$ cat src/rtl/wdog_pkg.sv
`timescale 1ns/1ps
package wdog_pkg;
    typedef enum logic [1:0] {
        WD_IDLE  = 2'd0,
        WD_RUN   = 2'd1,
        WD_GRACE = 2'd2,
        WD_HOLD  = 2'd3
    } wd_state_e;
endpackage

$ cat src/rtl/wdog_cfg.sv
`timescale 1ns/1ps
// Write-once configuration store with a sticky lock.
module wdog_cfg #(
    parameter int TW = 16
) (
    input  logic          clk,
    input  logic          por_n,
    input  logic          cfg_we,
    input  logic [TW-1:0] cfg_timeout,
    input  logic          cfg_two_stage,
    input  logic          cfg_enable,
    input  logic          lock_set,
    output logic [TW-1:0] timeout_q,
    output logic          two_stage_q,
    output logic          enable_q,
    output logic          locked_q,
    output logic          load_o
);
    typedef struct packed {
        logic          written;
        logic          locked;
        logic [TW-1:0] timeout;
        logic          two_stage;
        logic          enable;
    } cfg_reg_t;

    cfg_reg_t r_q, r_d;
    logic     accept;

    always_comb begin
        r_d    = r_q;
        accept = cfg_we && !r_q.written && !r_q.locked;
        if (accept) begin
            r_d.written   = 1'b1;
            r_d.timeout   = cfg_timeout;
            r_d.two_stage = cfg_two_stage;
            r_d.enable    = cfg_enable;
        end
        if (lock_set) r_d.locked = 1'b1;
    end

    always_ff @(posedge clk or negedge por_n) begin
        if (!por_n) r_q <= '0;
        else        r_q <= r_d;
    end

    assign timeout_q   = r_q.timeout;
    assign two_stage_q = r_q.two_stage;
    assign enable_q    = r_q.enable;
    assign locked_q    = r_q.locked;
    assign load_o      = accept;
endmodule

$ cat src/rtl/wdog_key.sv
`timescale 1ns/1ps
// Two-word service key decoder: first word arms, second word services.
module wdog_key #(
    parameter int          KW    = 16,
    parameter logic [KW-1:0] KEY_A = 16'h5555,
    parameter logic [KW-1:0] KEY_B = 16'hAAAA
) (
    input  logic          clk,
    input  logic          por_n,
    input  logic          active,
    input  logic          svc_we,
    input  logic [KW-1:0] svc_data,
    output logic          kick_o,
    output logic          bad_o
);
    logic armed_q, armed_d;

    always_comb begin
        armed_d = armed_q;
        kick_o  = 1'b0;
        bad_o   = 1'b0;
        if (!active) begin
            armed_d = 1'b0;
        end else if (svc_we) begin
            if (svc_data == KEY_A) begin
                armed_d = 1'b1;
            end else if (svc_data == KEY_B && armed_q) begin
                kick_o  = 1'b1;
                armed_d = 1'b0;
            end else begin
                bad_o   = 1'b1;
                armed_d = 1'b0;
            end
        end
    end

    always_ff @(posedge clk or negedge por_n) begin
        if (!por_n) armed_q <= 1'b0;
        else        armed_q <= armed_d;
    end
endmodule

$ cat src/rtl/wdog_lock_top.sv
`timescale 1ns/1ps
// Lockable watchdog: count, warn, then force reset with breadcrumb capture.
module wdog_lock_top
    import wdog_pkg::*;
#(
    parameter int TW        = 16,
    parameter int RW        = 32,
    parameter int GRACE_CYC = 2000,
    parameter int HOLD_CYC  = 16
) (
    input  logic          clk,
    input  logic          por_n,
    input  logic          cfg_we,
    input  logic [TW-1:0] cfg_timeout,
    input  logic          cfg_two_stage,
    input  logic          cfg_enable,
    input  logic          lock_set,
    input  logic          svc_we,
    input  logic [15:0]   svc_data,
    input  logic          stat_clr,
    input  logic [RW-1:0] rtc_time,
    output logic          nmi_o,
    output logic          cpu_rst_o,
    output logic          per_rst_o,
    output logic          safe_o,
    output logic          locked_o,
    output logic [TW-1:0] timeout_o,
    output logic          enable_o,
    output logic [RW-1:0] crumb_o,
    output logic          stat_wd_o,
    output logic          stat_nmi_o
);
    localparam int PMAX = (GRACE_CYC > HOLD_CYC) ? GRACE_CYC : HOLD_CYC;
    localparam int PW   = $clog2(PMAX + 1);
    localparam logic [PW-1:0] GRACE_LD = PW'(GRACE_CYC - 1);
    localparam logic [PW-1:0] HOLD_LD  = PW'(HOLD_CYC - 1);

    generate
        if (HOLD_CYC < 16) begin : g_hold_too_short
            $error("HOLD_CYC must be at least 16");
        end
    endgenerate

    typedef struct packed {
        wd_state_e     st;
        logic [TW-1:0] cnt;
        logic [PW-1:0] ph;
        logic          stat_wd;
        logic          stat_nmi;
        logic [RW-1:0] crumb;
    } wd_reg_t;

    wd_reg_t q, d;

    logic          cfg_load, two_stage_q, kick, bad;
    logic          go_hold, via_nmi;

    wdog_cfg #(.TW(TW)) u_cfg (
        .clk          (clk),
        .por_n        (por_n),
        .cfg_we       (cfg_we),
        .cfg_timeout  (cfg_timeout),
        .cfg_two_stage(cfg_two_stage),
        .cfg_enable   (cfg_enable),
        .lock_set     (lock_set),
        .timeout_q    (timeout_o),
        .two_stage_q  (two_stage_q),
        .enable_q     (enable_o),
        .locked_q     (locked_o),
        .load_o       (cfg_load)
    );

    wdog_key #(.KW(16)) u_key (
        .clk     (clk),
        .por_n   (por_n),
        .active  (q.st == WD_RUN),
        .svc_we  (svc_we),
        .svc_data(svc_data),
        .kick_o  (kick),
        .bad_o   (bad)
    );

    always_comb begin
        d       = q;
        go_hold = 1'b0;
        via_nmi = 1'b0;
        if (stat_clr) begin
            d.stat_wd  = 1'b0;
            d.stat_nmi = 1'b0;
        end
        unique case (q.st)
            WD_IDLE: begin
                if (cfg_load && cfg_enable) begin
                    d.st  = WD_RUN;
                    d.cnt = cfg_timeout;
                end
            end
            WD_RUN: begin
                if (bad || (!kick && q.cnt == '0)) begin
                    if (two_stage_q) begin
                        d.st = WD_GRACE;
                        d.ph = GRACE_LD;
                    end else begin
                        go_hold = 1'b1;
                    end
                end else if (kick) begin
                    d.cnt = timeout_o;
                end else begin
                    d.cnt = q.cnt - 1'b1;
                end
            end
            WD_GRACE: begin
                if (q.ph == '0) begin
                    go_hold = 1'b1;
                    via_nmi = 1'b1;
                end else begin
                    d.ph = q.ph - 1'b1;
                end
            end
            WD_HOLD: begin
                if (q.ph == '0) begin
                    d.st  = WD_RUN;
                    d.cnt = timeout_o;
                end else begin
                    d.ph = q.ph - 1'b1;
                end
            end
            default: d.st = WD_IDLE;
        endcase
        if (go_hold) begin
            d.st       = WD_HOLD;
            d.ph       = HOLD_LD;
            d.crumb    = rtc_time;
            d.stat_wd  = 1'b1;
            d.stat_nmi = via_nmi;
        end
    end

    always_ff @(posedge clk or negedge por_n) begin
        if (!por_n) q <= '0;
        else        q <= d;
    end

    assign nmi_o      = (q.st == WD_GRACE);
    assign cpu_rst_o  = (q.st == WD_HOLD);
    assign per_rst_o  = (q.st == WD_HOLD);
    assign safe_o     = (q.st == WD_HOLD);
    assign crumb_o    = q.crumb;
    assign stat_wd_o  = q.stat_wd;
    assign stat_nmi_o = q.stat_nmi;
endmodule

$ cat config.mk
export PLATFORM = sky130hd
export DESIGN_NAME = wdog_lock_top
export DESIGN_NICKNAME = d
export VERILOG_FILES = /design/src/rtl/wdog_pkg.sv /design/src/rtl/wdog_cfg.sv /design/src/rtl/wdog_key.sv /design/src/rtl/wdog_lock_top.sv
export SDC_FILE = /design/constraint.sdc
export NUM_CORES = 1
export LEC_CHECK = 0
export BUFFER_PORTS_ARGS = -buffer_cell sky130_fd_sc_hd__buf_4
export CAP_MARGIN = 10
export CORE_MARGIN = 1
export CORE_UTILIZATION = 35
export DETAILED_ROUTE_END_ITERATION = 12
export PLACE_DENSITY = 0.65
export SLEW_MARGIN = 20
export SYNTH_ARGS = -nofsm -noshare
export SYNTH_HDL_FRONTEND = slang
export SYNTH_HIERARCHICAL = 1
export SYNTH_SLANG_ARGS = --single-unit
$ cat constraint.sdc
create_clock -name clk -period 3.05 [get_ports clk]
set_input_delay 0.61 -clock clk [delete_from_list [all_inputs] [get_ports clk]]
set_output_delay 0.61 -clock clk [all_outputs]
set_load 0.02 [all_outputs]
==> results of run 1 <==
-- final cells by class --
cell class                      instances  share of cell area, %
Timing Repair Buffer                  149                   19.1
Tap cell                              180                   3.71
Clock inverter                          4                  0.782
Sequential cell                        84                   34.6
Clock buffer                           12                   4.22
Inverter                               15                  0.926
Multi-Input combinational cell        350                   36.7
-- per-stage QoR --
step | setup WS (ps) | setup TNS (ps) | cells
floorplan | 103 | 0 | 525
global placement | 99.8 | 0 | 778
detailed placement | -19.6 | -43.3 | 778
CTS | 110 | 0 | 794
global route | 34.8 | 0 | 794
finish | 199 | 0 | 794
-- critical path: cells and delay by family, from the launching register on --
| kind | cells | cell delay, ps |
|---|---|---|
| fa+ha+maj | 1 | 190 |
| buf+inv | 4 | 640 |
| simple gates | 4 | 520 |
| compound gates | 4 | 920 |
| flops | 1 | 420 |
-- what timing repair did --
item / in CTS / in global routing
setup endpoints to repair: 0 / 1
gates resized for setup: 0 / 1
hold buffers: 0 / 0
-- registers in the layout (all words and copies together) (netlist names) --
register and count:
q 29, u_cfg/timeout_q 16, stat_nmi_o 1, u_cfg/two_stage_q 1, u_cfg/enable_q 1, u_key/armed_q 1, crumb_o 32, u_cfg/r_q 1
stat_wd_o 1, u_cfg/locked_q 1
-- final timing paths --
check,to,slack (ps),depth (start not counted)
max,q[36],200,13
max reg2reg,q[36],200,13
min,crumb_o[1],330,1
min in group clk,u_cfg/locked_q,460,2
max in group asynchronous,crumb_o[13],2230,1
min reg2reg,crumb_o[11],470,2
-- metal layers --
layer  up-vias  share of wire [%]  GRT usage (%)
met4         0                2.5           7.72
li1       1988                  -              -
met5         -                  0              0
met2       132                 48           27.7
met3        23                5.3           3.40
met1      1920                 44           20.6
-- power groups by stage --
stage,registers (mW),clock network (mW),logic [mW]
3_5_place_dp,1.89,0,2.88
4_1_cts,1.87,1.14,2.89
5_1_grt,1.94,1.19,3.20
6_report,1.88,1.10,2.89
3_3_place_gp,1.87,0,2.83
2_1_floorplan,1.78,0,2.23
-- synthesized netlist by cell type (5+ instances only) --
library cell	count	area share, %
o21ai_0	31	3.1
nor4_1	10	1.3
mux2_2	9	2.1
o211ai_1	5	0.76
buf_6	7	1.6
nand2_1	117	8.9
mux2_4	10	3.0
inv_1	15	1.1
clkbuf_1	14	1.1
a22o_1	8	1.4
nand3_1	5	0.51
dfrtp_1	84	43
or4_1	6	0.91
a21oi_1	18	1.8
ha_1	8	2.0
nor2_1	20	1.5
a31oi_1	7	0.89
nor3_1	10	1.0
buf_4	53	8.1
-- logic make-up after synthesis --
group           Yosys count
mux                      20
buf+inv                  91
compound gates          114
fa+ha+maj                 8
xor+xnor                  5
flops                    84
simple gates            203
==> metrics.md, run 1 <==
| Metric | Value |
|---|---|
| Status | `finished clean` |
| CP Launch Point | `q[62]` |
| Total grt overflow | `0` |
| Largest family of logic cells by synthesized area | `simple AND/OR/NAND/NOR gates` |
| Final instance area | `0.00608 mm²` |
| Clock tree buffer depth | `2` |
| Fin crit period | `about 2900 ps` |
| WP data arrival | `3060 ps` |
| Setup violations, final | `0` |
| Post-synth ARST share | `100%` |
| Relative slew slack | `around 50%` |
| TritonCTS Sinks | `84` |
| Initial DRC count | `220` |
| Core Area | `0.0138 mm²` |
| Power Dens Cells | `964 mW/mm²` |
| Switching share of power | `between 40% and 50%` |
| Simple-gate share of the synthesized area | `about a fifth` |
| VDD IR max | `about 0.41 mV` |
| EDFF count, synth | `0` |
| Via-to-Cell Ratio | `5.12` |
| Most common cell after layout, fill and taps aside | `buf_4` |
| Antenna violations before repair | `0` |
| Final Power | `~5.9 mW` |
| Slowest CP cell | `dfrtp_1` |
| Filler cell count | `1364` |
| Die width | `121 µm` |
| Worst-path clk slew | `60 ps` |
| Mux share of post-synthesis cell area | `5.32%` |
| RSZ-0062 raised after global routing | `no` |
| Internal power | `3.45 mW` |
| CTS tree | `done` |
| Setup crit end kind | `flip-flop` |
| Initial core utilization | `35.7%` |
| Critical Path Fanout Max | `18` |
| ANT cells | `0` |
| CTS Buf Count | `9` |
| Skew final | `6.99 ps` |
| Synthesized area | `0.00494 mm²` |
| Via count | `4063` |
| Area delta synth->final | `23.0%` |
| Drt drc | `0` |
| Root buffer cell | `clkbuf_16` |
| Synth Area in Compound Gates | `16.6%` |
| Total iterations of the first detailed-routing run | `4` |
| Max Clk Rate | `351 MHz` |
| CP required | `about 3300 ps` |
| Post-Route WL | `11.5 mm` |
| Worst-margin pin slew | `753 ps` |
| Synth Register Bits | `84` |
| H-tree levels | `3` |
| Setup bufs post-CTS | `0` |
| Ys Warns | `6` |
| RePlAce Congestion | `just under 0.9` |
| Syn Inst Count | `between 500 and 600` |
| Post-synthesis adder-cell area fraction | `2.03%` |
| Final ANT Viol Nets | `0` |
| # rows | `43` |
| Top FF cell, synth | `dfrtp_1` |
| Final Hold Fails | `0` |
| Largest net degree at the start of global routing | `85` |
| P_leak | `between 2 and 3 nW` |
| R2r startpoint | `q[62]` |
| Die outline height | `121 µm` |
| Worst-path cell chain | `inv_1 > ha_1 > nand2_1 > a41o_1 > nor3b_2 > nor4b_1 > buf_4 > a41oi_2 > buf_4 > o22ai_4 > buf_12 > a2111oi_0 > nor3_1` |
| Post-synthesis xor/xnor area fraction | `less than 1%` |
| GRT Total Usage | `16.6%` |
| Placed inst area | `0.00577 mm²` |
| Util after Layout | `44.0%` |
| Switching power | `2.41 mW` |
| Synth Area per Inst | `~9.4 µm²` |
| Final slew viol count | `0` |
| Tcrit/Tclk final | `93.5%` |
| First-pass GRT wire length | `19.3 mm` |
| Reg power frac | `32.0%` |
| Max-cap violations | `0` |
| HP Class | `in -> async` |
| Critical Path Max Stage Delay | `420 ps` |
| Post-synthesis sequential area ratio | `42.6%` |
| FF/Latch Area | `0.00210 mm²` |
| Critical path class | `reg -> reg` |
| Commonest non-fill, non-tap cells in the layout | `buf_4 (145), nand2_1 (117), dfrtp_1 (84)` |
| Later-pin clock latency in the skew report | `~340 ps` |
| Half-perimeter wire length after placement | `about 8.5 mm` |
| Die area | `around 0.015 mm²` |
| Layout cells sized above 1 | `32.6%` |
| Wirelength per Cell | `14.5 µm` |
| IO buf count | `127` |
| Cell repeated most along the worst path | `buf_4` |
| Ports | `roughly 130` |
| Area of the multi-input gates | `0.00223 mm²` |
| Fin Hold WS | `between 300 and 400 ps` |
| Vias in the first global route | `~4000` |
| Syn_nets | `~610` |
| Setup crit start kind | `flip-flop` |
| Nets | `689` |
| Clock power frac | `18.7%` |
| Logic pwr share | `between 40% and 50%` |
| Synth cell types | `71` |
(Power assumes the default switching activity.)
==> run 2, diff against run 1 <==
- CORE_UTILIZATION: 35 -> 49
- PLACE_DENSITY: 0.65 -> 0.83
==> run 2 against run 1 <==
  * Fmax down 0.25%
  * Setup slack worse by 7.1 ps
  * Critical endpoint unchanged
  * Clock power down 24%
  * Global-route usage up 4.8 points
  * Sequential cell count unchanged
  * Wire length down 4.6%
  * Sequential share of layout area up 1.0 points
  * Clock-buffer cell count down 3
  * Cell count down 5.9%
  * Non-clock buffer count unchanged
  * Sequential power about the same
  * Utilization up 16 points
==> metrics.md, run 2 (synthesized netlist as in run 1, its figures left out) <==
| Metric | Value |
|---|---|
| Critical path class | `reg -> reg` |
| Via count | `4081 (+0.44%)` |
| CP required | `3280 ps (+30 ps)` |
| Final Hold Fails | `0 (unchanged)` |
| Fin crit period | `2860 ps (+7.06 ps)` |
| Largest net degree at the start of global routing | `85 (unchanged)` |
| Post-Route WL | `11.0 mm (-4.6%)` |
| Worst-path clk slew | `90 ps (+30 ps)` |
| Tcrit/Tclk final | `93.7% (+0.23 points)` |
| Die outline height | `102 µm (-15%)` |
| Filler cell count | `822 (-40%)` |
| P_leak | `2.76 nW (-1.9%)` |
| CTS Buf Count | `9 (unchanged)` |
| RePlAce Congestion | `0.909 (+4.3%)` |
| R2R Path End | `q[36]` |
| FF/Latch Area | `0.00210 mm² (unchanged)` |
| Placed inst area | `0.00570 mm² (-1.2%)` |
| Critical Path Fanout Max | `7 (-11)` |
| Most common cell after layout, fill and taps aside | `buf_4` |
| Total iterations of the first detailed-routing run | `7 (+3)` |
| Nets | `689 (unchanged)` |
| RSZ-0062 raised after global routing | `no` |
| Hold_buf cts | `0 (unchanged)` |
| Max FFs per register | `32 (unchanged)` |
| HP Class | `in -> async` |
| Initial DRC count | `234 (+6.4%)` |
| Status | `finished clean` |
| Die width | `102 µm (-15%)` |
| Skew final | `14.2 ps (+7.24 ps)` |
| Relative slew slack | `48.7% (-1.1 points)` |
| Layout cells sized above 1 | `32.6% (unchanged)` |
| Clock tree buffer depth | `2 (unchanged)` |
| IO buf count | `127 (unchanged)` |
| First-pass GRT wire length | `17.5 mm (-9.4%)` |
| Max Clk Rate | `350 MHz (-0.25%)` |
| H-tree levels | `3 (unchanged)` |
| TritonCTS Sinks | `84 (unchanged)` |
| Later-pin clock latency in the skew report | `370 ps (+30 ps)` |
| Drt drc | `0 (unchanged)` |
| Worst-margin pin slew | `769 ps (+16.1 ps)` |
| Antenna violations before repair | `0 (unchanged)` |
| Max-cap violations | `0 (unchanged)` |
| Wirelength per Cell | `14.7 µm (+1.4%)` |
| Ports | `128 (unchanged)` |
| Initial core utilization | `50.5% (+15 points)` |
| Final slew viol count | `0 (unchanged)` |
| Root buffer cell | `clkbuf_8` |
| Die area | `0.0105 mm² (-28%)` |
| ANT cells | `0 (unchanged)` |
| Setup crit end kind | `flip-flop` |
| Vias in the first global route | `3837 (-3.7%)` |
| Worst reg2reg setup slack | `190 ps (about the same)` |
| Final instance area | `0.00591 mm² (-2.8%)` |
| CTS tree | `done` |
| Worst R2R Path Depth | `7 (-6)` |
| Half-perimeter wire length after placement | `7.99 mm (-6.0%)` |
| Core Area | `0.00977 mm² (-29%)` |
| Final ANT Viol Nets | `0 (unchanged)` |
| Total grt overflow | `0 (unchanged)` |
| Post-CTS sizing | `0 (unchanged)` |
| Commonest non-fill, non-tap cells in the layout | `buf_4 (146), nand2_1 (117), dfrtp_1 (84)` |
| VDD IR max | `0.408 mV (-0.19%)` |
| R2r startpoint | `q[34]` |
| Setup violations, final | `0 (unchanged)` |
| Area delta synth->final | `19.6%` |
| # rows | `36 (-16%)` |
| Power Dens Cells | `941 mW/mm² (-2.3%)` |
| Area of the multi-input gates | `0.00223 mm² (-0.17%)` |
| GRT Total Usage | `21.4% (+4.8 points)` |
| Setup crit start kind | `flip-flop` |
| Final TNS setup | `0 ps (unchanged)` |
| Via-to-Cell Ratio | `5.46 (+6.8%)` |
| WP data arrival | `3080 ps (+20 ps)` |
| Setup bufs post-CTS | `0 (unchanged)` |
[run 2: changes by cell type in the layout (fill, tap and decap cells not counted)]
| cell | change |
|---|---|
| clkinv_4 | +2 |
| or4_1 | +1 |
| buf_12 | -1 |
| clkinv_2 | -2 |
| or4_4 | -1 |
| clkbuf_8 | +7 |
| inv_8 | +1 |
| buf_4 | +1 |
| inv_6 | +2 |
| clkbuf_16 | -9 |
| clkbuf_1 | -1 |
[run 2: power by group]
| group | switching, mW | internal (mW) | total, mW |
|---|---|---|---|
| registers | 0.346 | 1.53 | 1.88 |
| clock network | 0.439 | 0.393 | 0.831 |
| logic | 1.64 | 1.21 | 2.85 |
[run 2: area by class of cell]
| type | instances | area share (%) |
|---|---|---|
| Clock inverter | 7 | 1.42 |
| Timing Repair Buffer | 149 | 19.4 |
| Sequential cell | 84 | 35.6 |
| Multi-Input combinational cell | 350 | 37.7 |
| Tap cell | 133 | 2.82 |
| Clock buffer | 9 | 2.10 |
| Inverter | 15 | 0.953 |
[run 2: layer usage]
metal / global-route usage (%) / wire, µm / share of wire, % / vias up
li1: - / - / - / 1982
met1: 25.7 / 4660 / 42 / 1924
met2: 38.0 / 5560 / 50 / 147
met3: 3.49 / 520 / 4.7 / 28
met4: 8.90 / 274 / 2.5 / 0
met5: 0 / 0 / 0 / -
[run 2: worst max path at each step]
stage | startpoint | end | slack (ps) | depth (start not counted)
floorplan | svc_data[11] | q[51] | 100 | 8
global placement | svc_data[4] | stat_wd_o | 120 | 11
detailed placement | svc_data[11] | q[62] | 0.8 | 11
CTS | q[34] | crumb_o[2] | 200 | 8
global route | q[62] | q[36] | 60 | 13
finish | q[34] | q[36] | 190 | 7
[run 2: worst max-delay path, cell delays in order (launching register included)]
cell     delay (ps)
dfrtp_1         450
inv_1            80
ha_1            200
or4b_1          590
or4_1           710
a31oi_4         310
nor4b_1         310
nor3_1           90
[run 2: metrics by stage]
stage	setup WS [ps]	hold slack, ps	util [%]	cells	power, mW
after floorplan	103	314	-	525	4.01
after global placement	118	451	58.3	731	4.63
after detailed placement	0.822	457	58.3	731	4.74
after CTS	205	422	60.4	747	5.58
after global routing	55.3	348	60.4	747	5.97
final	192	276	60.4	747	5.56
==> run 3, diff against run 2 <==
- CORE_MARGIN: 1 -> 5
==> run 3 against run 2 <==
  * Die area increased by 16%
  * Via count increased by 0.15%
  * Fmax up 0.20%
  * Combinational power is essentially flat
  * First-iteration DRC count up 23%
  * Critical endpoint is now q[39]
  * Highest routed layer unchanged
==> metrics.md, run 3 (synthesized netlist as in run 1, its figures left out) <==
| Metric | Value |
|---|---|
| Setup violations, final | `0 (unchanged)` |
| Final instance area | `0.00591 mm² (+0.11%)` |
| Ports | `128 (unchanged)` |
| Area delta synth->final | `19.7%` |
| R2r startpoint | `q[34]` |
| GRT Total Usage | `18.6% (-2.8 points)` |
| Placed inst area | `0.00570 mm² (about the same)` |
| Initial core utilization | `50.3% (-0.23 points)` |
| Fin crit period | `2850 ps (-5.64 ps)` |
| Setup bufs post-CTS | `0 (unchanged)` |
| Final slew viol count | `0 (unchanged)` |
| Max Clk Rate | `351 MHz (+0.20%)` |
| Worst-margin pin slew | `746 ps (-23.0 ps)` |
| Die outline height | `110 µm (+7.8%)` |
| Max FFs per register | `32 (unchanged)` |
| WP data arrival | `3110 ps (+30 ps)` |
| Initial DRC count | `287 (+23%)` |
| Worst reg2reg setup slack | `200 ps (about the same)` |
| Nets | `687 (-0.29%)` |
| Layout cells sized above 1 | `32.5% (-0.057 points)` |
| H-tree levels | `3 (unchanged)` |
| # rows | `36 (unchanged)` |
| CP Launch Point | `q[34]` |
| RePlAce Congestion | `0.905 (-0.49%)` |
| Hold_buf cts | `0 (unchanged)` |
| Die width | `110 µm (+7.8%)` |
| Core Area | `0.00982 mm² (+0.46%)` |
| Setup crit start kind | `flip-flop` |
| Final Hold Fails | `0 (unchanged)` |
| Final ANT Viol Nets | `0 (unchanged)` |
| Critical path class | `reg -> reg` |
| Clock tree buffer depth | `2 (unchanged)` |
| CTS tree | `done` |
| Post-Route WL | `11.3 mm (+2.5%)` |
| Tcrit/Tclk final | `93.5% (-0.18 points)` |
| Final Worst Setup Slack | `197 ps (+5.64 ps)` |
| Via-to-Cell Ratio | `5.49 (+0.42%)` |
| CTS Buf Count | `9 (unchanged)` |
| Via count | `4087 (+0.15%)` |
| IO buf count | `127 (unchanged)` |
| TritonCTS Sinks | `84 (unchanged)` |
| Final TNS setup | `0 ps (unchanged)` |
| Filler cell count | `819 (-0.36%)` |
| First-pass GRT wire length | `19.3 mm (+10%)` |
| Half-perimeter wire length after placement | `8.46 mm (+5.9%)` |
| RSZ-0062 raised after global routing | `no` |
| Worst R2R Path Depth | `8 (+1)` |
| Place WS | `31.9 ps (+31.0 ps)` |
| Total iterations of the first detailed-routing run | `5 (-2)` |
| Die area | `0.0122 mm² (+16%)` |
| Wirelength per Cell | `15.1 µm (+2.8%)` |
| Worst-path clk slew | `90 ps (about the same)` |
| Antenna violations before repair | `0 (unchanged)` |
| Commonest non-fill, non-tap cells in the layout | `buf_4 (143), nand2_1 (117), dfrtp_1 (84)` |
| CP required | `3310 ps (+30 ps)` |
| Most common cell after layout, fill and taps aside | `buf_4` |
| R2R Path End | `q[39]` |
| Power Dens Cells | `939 mW/mm² (-0.28%)` |
| Relative slew slack | `50.3% (+1.5 points)` |
| Total grt overflow | `0 (unchanged)` |
| Skew final | `15.4 ps (+1.19 ps)` |
| Later-pin clock latency in the skew report | `370 ps (about the same)` |
| HP Class | `in -> async` |
| Root buffer cell | `clkbuf_8` |
| Drt drc | `0 (unchanged)` |
| Setup crit end kind | `flip-flop` |
| FF/Latch Area | `0.00210 mm² (unchanged)` |
| Max-cap violations | `0 (unchanged)` |
| Status | `finished clean` |
| Critical Path Fanout Max | `17 (+10)` |
| Vias in the first global route | `4042 (+5.3%)` |
| Crit path to | `q[39]` |
| Area of the multi-input gates | `0.00224 mm² (+0.45%)` |
| Largest net degree at the start of global routing | `85 (unchanged)` |
| P_leak | `2.76 nW (about the same)` |
| VDD IR max | `0.495 mV (+21%)` |
| ANT cells | `0 (unchanged)` |
-- run 3: final cells by class --
type | count | area share [%]
sequential | 84 | 35.5
timing repair buffer | 147 | 19.4
inverter | 15 | 0.952
clock inverter | 7 | 1.40
clock buffer | 9 | 2.09
tap | 133 | 2.81
multi-input combinational | 350 | 37.8
-- run 3: worst min-delay path by stage --
stage / start / endpoint / slack (ps) / cells after the start
2_1_floorplan: por_n / crumb_o[0] / 310 / 0
3_3_place_gp: crumb_o[3] / crumb_o[3] / 450 / 2
3_5_place_dp: crumb_o[14] / crumb_o[14] / 460 / 2
4_1_cts: rtc_time[11] / crumb_o[11] / 410 / 3
5_1_grt: por_n / crumb_o[14] / 340 / 1
6_report: por_n / crumb_o[2] / 280 / 1
-- run 3: layer usage --
metal | vias up | track usage [%] | part of all wire [%]
met5 | - | 0 | 0
met4 | 0 | 6.98 | 2.3
met3 | 28 | 4.54 | 7.4
met2 | 176 | 31.2 | 48
met1 | 1907 | 23.2 | 42
li1 | 1976 | - | -
-- run 3: timing repair --
| item | in CTS | in global routing |
|---|---|---|
| setup endpoints to repair | 0 | 1 |
| resized for setup | 0 | 1 |
| hold endpoints to repair | 0 | 0 |
-- run 3: worst max-delay path, stage by stage, from the launching register on --
cell	delay (ps)
dfrtp_1	440
inv_1	80
ha_1	210
or4b_1	630
or4_4	650
o22ai_4	220
buf_12	180
o31ai_1	80
a22o_1	240
-- run 3: power by group --
| group | total, mW | leakage (nW) | internal, mW | switching [mW] |
|---|---|---|---|---|
| registers | 1.87 | 1.01 | 1.53 | 0.337 |
| logic | 2.85 | 1.66 | 1.21 | 1.64 |
| clock network | 0.831 | 0.0984 | 0.391 | 0.440 |
-- run 3: through the flow --
stage | cells | hold slack (ps) | util (%) | power [mW]
3_3_place_gp | 729 | 450 | 58.0 | 4.65
4_1_cts | 745 | 415 | 60.1 | 5.57
6_report | 745 | 278 | 60.2 | 5.55
5_1_grt | 745 | 342 | 60.2 | 5.99
2_1_floorplan | 525 | 314 | - | 4.01
3_5_place_dp | 729 | 458 | 58.0 | 4.74
